$ cat config.mk
export PLATFORM = sky130hd
export DESIGN_NAME = page_write_engine
export DESIGN_NICKNAME = d
export VERILOG_FILES = /design/src/rtl/pwe_pkg.sv /design/src/rtl/pwe_page_buffer.sv /design/src/rtl/pwe_commit_pick.sv /design/src/rtl/pwe_prog_timer.sv /design/src/rtl/page_write_engine.sv
export SDC_FILE = /design/constraint.sdc
export NUM_CORES = 1
export LEC_CHECK = 0
export BUFFER_PORTS_ARGS = -buffer_cell sky130_fd_sc_hd__buf_2
export CAP_MARGIN = 20
export CORE_MARGIN = 5
export CORE_UTILIZATION = 66
export CTS_CLUSTER_SIZE = 12
export DETAILED_ROUTE_END_ITERATION = 10
export HOLD_SLACK_MARGIN = 0.1
export MAX_ROUTING_LAYER = met4
export PLACE_DENSITY = 0.82
export SLEW_MARGIN = 20
export SYNTH_ARGS = -nofsm -noshare
export SYNTH_HDL_FRONTEND = slang
export SYNTH_SLANG_ARGS = --single-unit
$ cat constraint.sdc
create_clock -name clk -period 6 [get_ports clk]
set_clock_uncertainty 0.1 [all_clocks]
set_input_delay 1.2 -clock clk [delete_from_list [all_inputs] [get_ports clk]]
set_output_delay 1.2 -clock clk [all_outputs]
set_load 0.01 [all_outputs]
$ cat src/rtl/pwe_pkg.sv
package pwe_pkg;

  typedef enum logic [1:0] {
    PH_IDLE    = 2'd0,
    PH_COMMIT  = 2'd1,
    PH_PROGRAM = 2'd2
  } phase_t;

  // Guarded region: the two most significant address bits both set.
  function automatic logic in_guarded_quarter(input logic [1:0] msb2);
    return msb2 == 2'b11;
  endfunction

endpackage

$ cat src/rtl/pwe_page_buffer.sv
module pwe_page_buffer #(
  parameter int PAGE_BYTES = 32,
  parameter int DATA_W     = 8,
  localparam int IDX_W     = $clog2(PAGE_BYTES)
) (
  input  logic              clk,
  input  logic              rst_n,
  input  logic              clear,
  input  logic              wr_en,
  input  logic [IDX_W-1:0]  wr_idx,
  input  logic [DATA_W-1:0] wr_data,
  input  logic              drop_en,
  input  logic [IDX_W-1:0]  sel_idx,
  output logic [DATA_W-1:0] sel_data,
  output logic [PAGE_BYTES-1:0] loaded
);

  logic [DATA_W-1:0] slot_q [PAGE_BYTES];

  for (genvar g = 0; g < PAGE_BYTES; g++) begin : g_slot
    logic hit_wr;
    logic hit_drop;
    assign hit_wr   = wr_en   && (wr_idx  == IDX_W'(g));
    assign hit_drop = drop_en && (sel_idx == IDX_W'(g));

    always_ff @(posedge clk) begin
      if (hit_wr) slot_q[g] <= wr_data;
    end

    always_ff @(posedge clk or negedge rst_n) begin
      if (!rst_n)        loaded[g] <= 1'b0;
      else if (clear)    loaded[g] <= 1'b0;
      else if (hit_wr)   loaded[g] <= 1'b1;
      else if (hit_drop) loaded[g] <= 1'b0;
    end
  end

  assign sel_data = slot_q[sel_idx];

endmodule

$ cat src/rtl/pwe_commit_pick.sv
module pwe_commit_pick #(
  parameter int PAGE_BYTES = 32,
  localparam int IDX_W     = $clog2(PAGE_BYTES)
) (
  input  logic [PAGE_BYTES-1:0] mask,
  output logic                  any,
  output logic                  only_one,
  output logic [IDX_W-1:0]      idx
);

  // Lowest set bit wins: scan from the top down so the last hit is the lowest.
  always_comb begin
    idx = '0;
    for (int i = PAGE_BYTES - 1; i >= 0; i--) begin
      if (mask[i]) idx = IDX_W'(i);
    end
  end

  assign any      = |mask;
  assign only_one = any && ((mask & (mask - 1'b1)) == '0);

endmodule

$ cat src/rtl/pwe_prog_timer.sv
module pwe_prog_timer #(
  parameter int PROG_CYCLES = 1250000,
  localparam int CNT_W      = $clog2(PROG_CYCLES + 1)
) (
  input  logic clk,
  input  logic rst_n,
  input  logic load,
  output logic expire
);

  logic [CNT_W-1:0] cnt_q;

  always_ff @(posedge clk or negedge rst_n) begin
    if (!rst_n)             cnt_q <= '0;
    else if (load)          cnt_q <= CNT_W'(PROG_CYCLES);
    else if (cnt_q != '0)   cnt_q <= cnt_q - 1'b1;
  end

  assign expire = (cnt_q == CNT_W'(1));

endmodule

$ cat src/rtl/page_write_engine.sv
module page_write_engine
  import pwe_pkg::*;
#(
  parameter int ADDR_W      = 12,
  parameter int PAGE_BYTES  = 32,
  parameter int DATA_W      = 8,
  parameter int PROG_CYCLES = 1250000
) (
  input  logic              clk,
  input  logic              rst_n,
  input  logic              addr_load,
  input  logic [ADDR_W-1:0] addr_in,
  input  logic              byte_stb,
  input  logic [DATA_W-1:0] byte_in,
  input  logic              bus_start,
  input  logic              stop_wr,
  input  logic              wp,
  output logic              arr_we,
  output logic [ADDR_W-1:0] arr_addr,
  output logic [DATA_W-1:0] arr_wdata,
  output logic              busy,
  output logic [ADDR_W-1:0] cur_addr
);

  localparam int IDX_W  = $clog2(PAGE_BYTES);
  localparam int PAGE_W = ADDR_W - IDX_W;

  function automatic logic [IDX_W-1:0] idx_step(input logic [IDX_W-1:0] i);
    return IDX_W'(i + 1'b1);
  endfunction

  function automatic logic [ADDR_W-1:0] join_addr(input logic [PAGE_W-1:0] p,
                                                  input logic [IDX_W-1:0]  i);
    return {p, i};
  endfunction

  phase_t             phase_q;
  logic [PAGE_W-1:0]  page_q;
  logic [IDX_W-1:0]   idx_q;
  logic [ADDR_W-1:0]  cur_q;

  logic                  idle;
  logic                  in_commit;
  logic                  ev_addr;
  logic                  ev_byte;
  logic                  ev_start;
  logic                  ev_stop;
  logic                  ev_commit_go;
  logic                  ev_commit_drop;
  logic                  ev_last;
  logic                  prog_done;
  logic                  page_blocked;
  logic                  buf_clear;
  logic [PAGE_BYTES-1:0] loaded;
  logic                  pick_any;
  logic                  pick_one;
  logic [IDX_W-1:0]      pick_idx;
  logic [DATA_W-1:0]     pick_data;

  assign idle      = (phase_q == PH_IDLE);
  assign in_commit = (phase_q == PH_COMMIT);

  // Strobes only count while idle; address load outranks a byte in one cycle.
  assign ev_addr  = idle && addr_load;
  assign ev_byte  = idle && byte_stb && !addr_load;
  assign ev_start = idle && bus_start;
  assign ev_stop  = idle && stop_wr && !bus_start;

  assign page_blocked   = wp && in_guarded_quarter(page_q[PAGE_W-1 -: 2]);
  assign ev_commit_go   = ev_stop && pick_any && !page_blocked;
  assign ev_commit_drop = ev_stop && pick_any &&  page_blocked;
  assign ev_last        = in_commit && pick_one;
  assign buf_clear      = ev_addr || ev_start || ev_commit_drop;

  pwe_page_buffer #(
    .PAGE_BYTES (PAGE_BYTES),
    .DATA_W     (DATA_W)
  ) u_buf (
    .clk      (clk),
    .rst_n    (rst_n),
    .clear    (buf_clear),
    .wr_en    (ev_byte),
    .wr_idx   (idx_q),
    .wr_data  (byte_in),
    .drop_en  (arr_we),
    .sel_idx  (pick_idx),
    .sel_data (pick_data),
    .loaded   (loaded)
  );

  pwe_commit_pick #(
    .PAGE_BYTES (PAGE_BYTES)
  ) u_pick (
    .mask     (loaded),
    .any      (pick_any),
    .only_one (pick_one),
    .idx      (pick_idx)
  );

  pwe_prog_timer #(
    .PROG_CYCLES (PROG_CYCLES)
  ) u_timer (
    .clk    (clk),
    .rst_n  (rst_n),
    .load   (ev_last),
    .expire (prog_done)
  );

  always_ff @(posedge clk or negedge rst_n) begin
    if (!rst_n) begin
      phase_q <= PH_IDLE;
    end else begin
      unique case (phase_q)
        PH_IDLE:    if (ev_commit_go) phase_q <= PH_COMMIT;
        PH_COMMIT:  if (ev_last)      phase_q <= PH_PROGRAM;
        PH_PROGRAM: if (prog_done)    phase_q <= PH_IDLE;
        default:                      phase_q <= PH_IDLE;
      endcase
    end
  end

  always_ff @(posedge clk or negedge rst_n) begin
    if (!rst_n) begin
      page_q <= '0;
      idx_q  <= '0;
      cur_q  <= '0;
    end else if (ev_addr) begin
      page_q <= addr_in[ADDR_W-1:IDX_W];
      idx_q  <= addr_in[IDX_W-1:0];
      cur_q  <= addr_in;
    end else if (ev_byte) begin
      idx_q  <= idx_step(idx_q);
      cur_q  <= join_addr(page_q, idx_step(idx_q));
    end
  end

  assign arr_we    = in_commit && pick_any;
  assign arr_addr  = join_addr(page_q, pick_idx);
  assign arr_wdata = pick_data;
  assign busy      = !idle;
  assign cur_addr  = cur_q;

endmodule

==> run_results.csv <==
group,metric,value,unit
synth,ys_seq_area_share,65.2,%
timing,period_needed,5.48,ns
die,start_util,67.0,%
global_routing,gr-usage-met2,46.3,%
critical_path,crit_chain,"or2_1 -> a211o_1 -> o2111ai_1 -> nand3_1 -> buf_4 -> inv_2 -> buf_4 -> nand3_1 -> o221ai_1 -> nor4_1 -> buf_4 -> a21oi_1 -> buf_2",
layout,multiInputGateArea,4600,um2
global_routing,track_usage,32.5,%
die,die_h,159,um
status,status,"finished, final reports clean",
flow_run,maxCapViolations,0,
critical_path,cp_top_family,"buffers and inverters",
synth,ys_ff_latch,330,
layout,num_antenna_cells,0,
pwr,max-vdd-ir-drop,341,uV
global_routing,grt_max_degree,75,
clocking,clock_latency,0.51,ns
global_routing,grt_pass1_vias,10100,
global_routing,grt_overflow,0,
timing,setup_viol,0,
layout,syn2layout_area_growth,10.6,%
global_routing,grt_use_met1,46.7,%
synth,synth_flop_cell,"edfxtp_1",
die,die_area,25200,um2
critical_path,crit_path_end_kind,"output pin",
die,io-pin-count,61,
timing,rsz0062_at_grt,"false",
timing,slew_headroom,36.0,%
critical_path,required,4.70,ns
routing,ant_nets,0,
pwr,power,7090,uW
critical_path,path_common_cell,"buf_4",
synth,syn_area_per_cell,12.2,um2
pwr,powerDensity,438,nW/um2
pwr,p_leak,0.00640,uW
clocking,ctsHoldBuffers,0,
timing,final.setup.tns,0,ns
timing,max_freq,183,MHz
routing,via_per_inst,6.85,
clocking,post_cts_buffers,0,
critical_path,cp-start-kind,"register",
critical_path,crit_type,"reg2out",
routing,firstDrtPassIters,5,
clocking,cts_tree,"done",
timing,slew_violations,0,
global_routing,busiest_layer,"met1",
clocking,clock-sinks,330,
die,num_rows,54,
clocking,htree_levels,2,
critical_path,cp.arrival,4.18,ns
critical_path,crit_path_max_incr_delay,0.49,ns
synth,yosysWarnings,0,
layout,nNetsFinal,1282,
worst_hold_path,hold_path.class,"reg2reg",
synth,synth_enable_flop_cells,256,
layout,fillCellCount,1405,
routing,drc,0,
routing,drt-wirelength-per-cell,26.4,um
critical_path,path_max_fanout,24,
layout,post-route-util,74.2,%
routing,num_vias,10600,
placement,portBuffers,60,
global_routing,grt_use_met3,8.24,%
synth,synth_top_area_share,52.5,%
synth,synth_cell_types,72,
layout,regArea,9540,um2
layout,layout-drive-gt1-share,12.7,%
clocking,clkTransAtPathRegs,0.06,ns
synth,syn_nets,1236,
clocking,clockBufferDepth,3,
routing,routed_wl,40.8,mm
critical_path,critical_path_buf_inv_count,5,
global_routing,grt_pass1_wl,61.6,mm
routing,dr.first_iter.drc_count,1555,
die,fp.dieW,159,um
timing,hold_violations,0,
clocking,cts_buffers,35,
placement,place_congestion,0.992,
timing,worst_pin_slew,0.961,ns
synth,syn-cell-area,14600,um2
die,coreArea,21800,um2
synth,async_flop_share,22.4,%
clocking,cts_resized,0,
synth,synth_common_cells,"edfxtp_1 (256), nand2_1 (178), a21oi_1 (103)",
synth,yosys.area.top_type,"edfxtp_1",
clocking,root_buffer,"clkbuf_16",
placement,hpwl,26.6,mm
critical_path,crit_slowest_cell,"dfrtp_1",
global_routing,antenna_found_initial,0,
synth,netlist_top_cells_area,"edfxtp_1 (53%), dfrtp_1 (13%), nand2_1 (4.6%), mux2i_1 (3.6%), a21oi_1 (3.5%)",
synth,synth.most_common_cell,"edfxtp_1",
synth,netlist_instances,1201,
timing,period_share,91.3,%
-- worst paths after layout --
path | startpoint | to | slack, ns | cells after the start
setup / recovery | u_buf.loaded[24] | arr_wdata[3] | 0.52 | 13
min in group asynchronous | rst_n | u_buf.loaded[24] | 0.71 | 1
hold / removal | cur_addr[10] | cur_addr[10] | 0.41 | 1
hold reg to reg | cur_addr[10] | cur_addr[10] | 0.41 | 1
max in group asynchronous | rst_n | u_timer.cnt_q[1] | 4.44 | 1
setup reg to reg | u_buf.loaded[4] | phase_q[0] | 2.65 | 9
-- layout by cell type (no fill, tap or decap), types with 5 or more instances in the layout --
cell type | synthesis | layout
nand2_1 | 178 | 178
clkbuf_1 | 33 | 8
a21oi_1 | 103 | 102
nand3_1 | 22 | 22
nand2b_1 | 12 | 12
nor4_1 | 21 | 21
ha_1 | 8 | 8
buf_4 | 5 | 18
nor2_1 | 62 | 61
edfxtp_1 | 256 | 256
a32oi_1 | 6 | 6
mux2i_1 | 53 | 53
nand4_1 | 11 | 11
buf_2 | 21 | 59
inv_1 | 49 | 49
xnor2_1 | 11 | 11
a221oi_1 | 6 | 6
o22ai_1 | 18 | 18
or3_1 | 5 | 5
a211oi_1 | 20 | 20
nor2b_1 | 8 | 8
or4_1 | 9 | 9
a2111oi_0 | 9 | 9
a31oi_1 | 16 | 16
o21ai_0 | 46 | 46
mux2_2 | 15 | 15
and2_1 | 8 | 8
nor3_1 | 23 | 23
clkbuf_16 | 0 | 37
dfrtp_1 | 74 | 74
o221ai_1 | 8 | 8
-- logic make-up after synthesis --
| group | Yosys count | synth area share [%] |
|---|---|---|
| and+or+nand+nor | 379 | 12.3 |
| DFF | 330 | 65.2 |
| AOI/OAI and AO/OA | 283 | 12.6 |
| buffers and inverters | 119 | 3.57 |
| muxes | 68 | 4.78 |
| xor gates and xnor gates | 14 | 0.838 |
| adders and majority gates | 8 | 0.684 |
-- power by group --
| part | total (uW) | internal, uW | switching [uW] |
|---|---|---|---|
| Clock | 2050 | 1200 | 851 |
| Sequential | 2820 | 2660 | 164 |
| Combinational | 2210 | 746 | 1470 |
| Total | 7090 | 4610 | 2480 |
-- metal layers --
metal	up-vias	share of wire (%)
met5	-	0
met2	768	45
met1	5137	39
met3	106	13
met4	0	3.3
li1	4576	-
-- area by class of cell --
class                   count  area share [%]
well taps                 280            2.16
flip-flops and latches    330            58.9
multi-input cells         752            28.4
repair buffers             77            2.66
inverters                  51            1.18
clock inverters             7           0.472
clock buffers              48            6.16
-- worst reg2reg max path, cell delays in order (launching register included) --
cell,delay [ns]
dfrtp_1,0.50
nor4_4,0.59
nand4_1,0.18
buf_4,0.23
or2_1,0.28
o32a_1,0.31
nor2_1,0.11
nand3_1,0.17
o41ai_1,0.58
o41ai_1,0.16
-- flip-flops by register name, summed over array words and instances, names as in the netlist --
register and count:
u_buf.loaded 32, idx_q 4, u_timer.cnt_q 21, page_q 7, u_buf.slot_q 256, phase_q 2
cur_addr 8
-- stage by stage --
step	setup WS [ns]	hold slack [ns]	area (um2)	instances
finish	0.522	0.405	16200	1545
global route	0.408	0.429	16200	1545
global placement	0.950	0.386	15100	1490
detailed placement	0.905	0.392	15100	1490
CTS	0.350	0.410	16200	1545
floorplan	2.18	0.369	14600	1201
No activity file was read; power rests on OpenSTA's default activity.
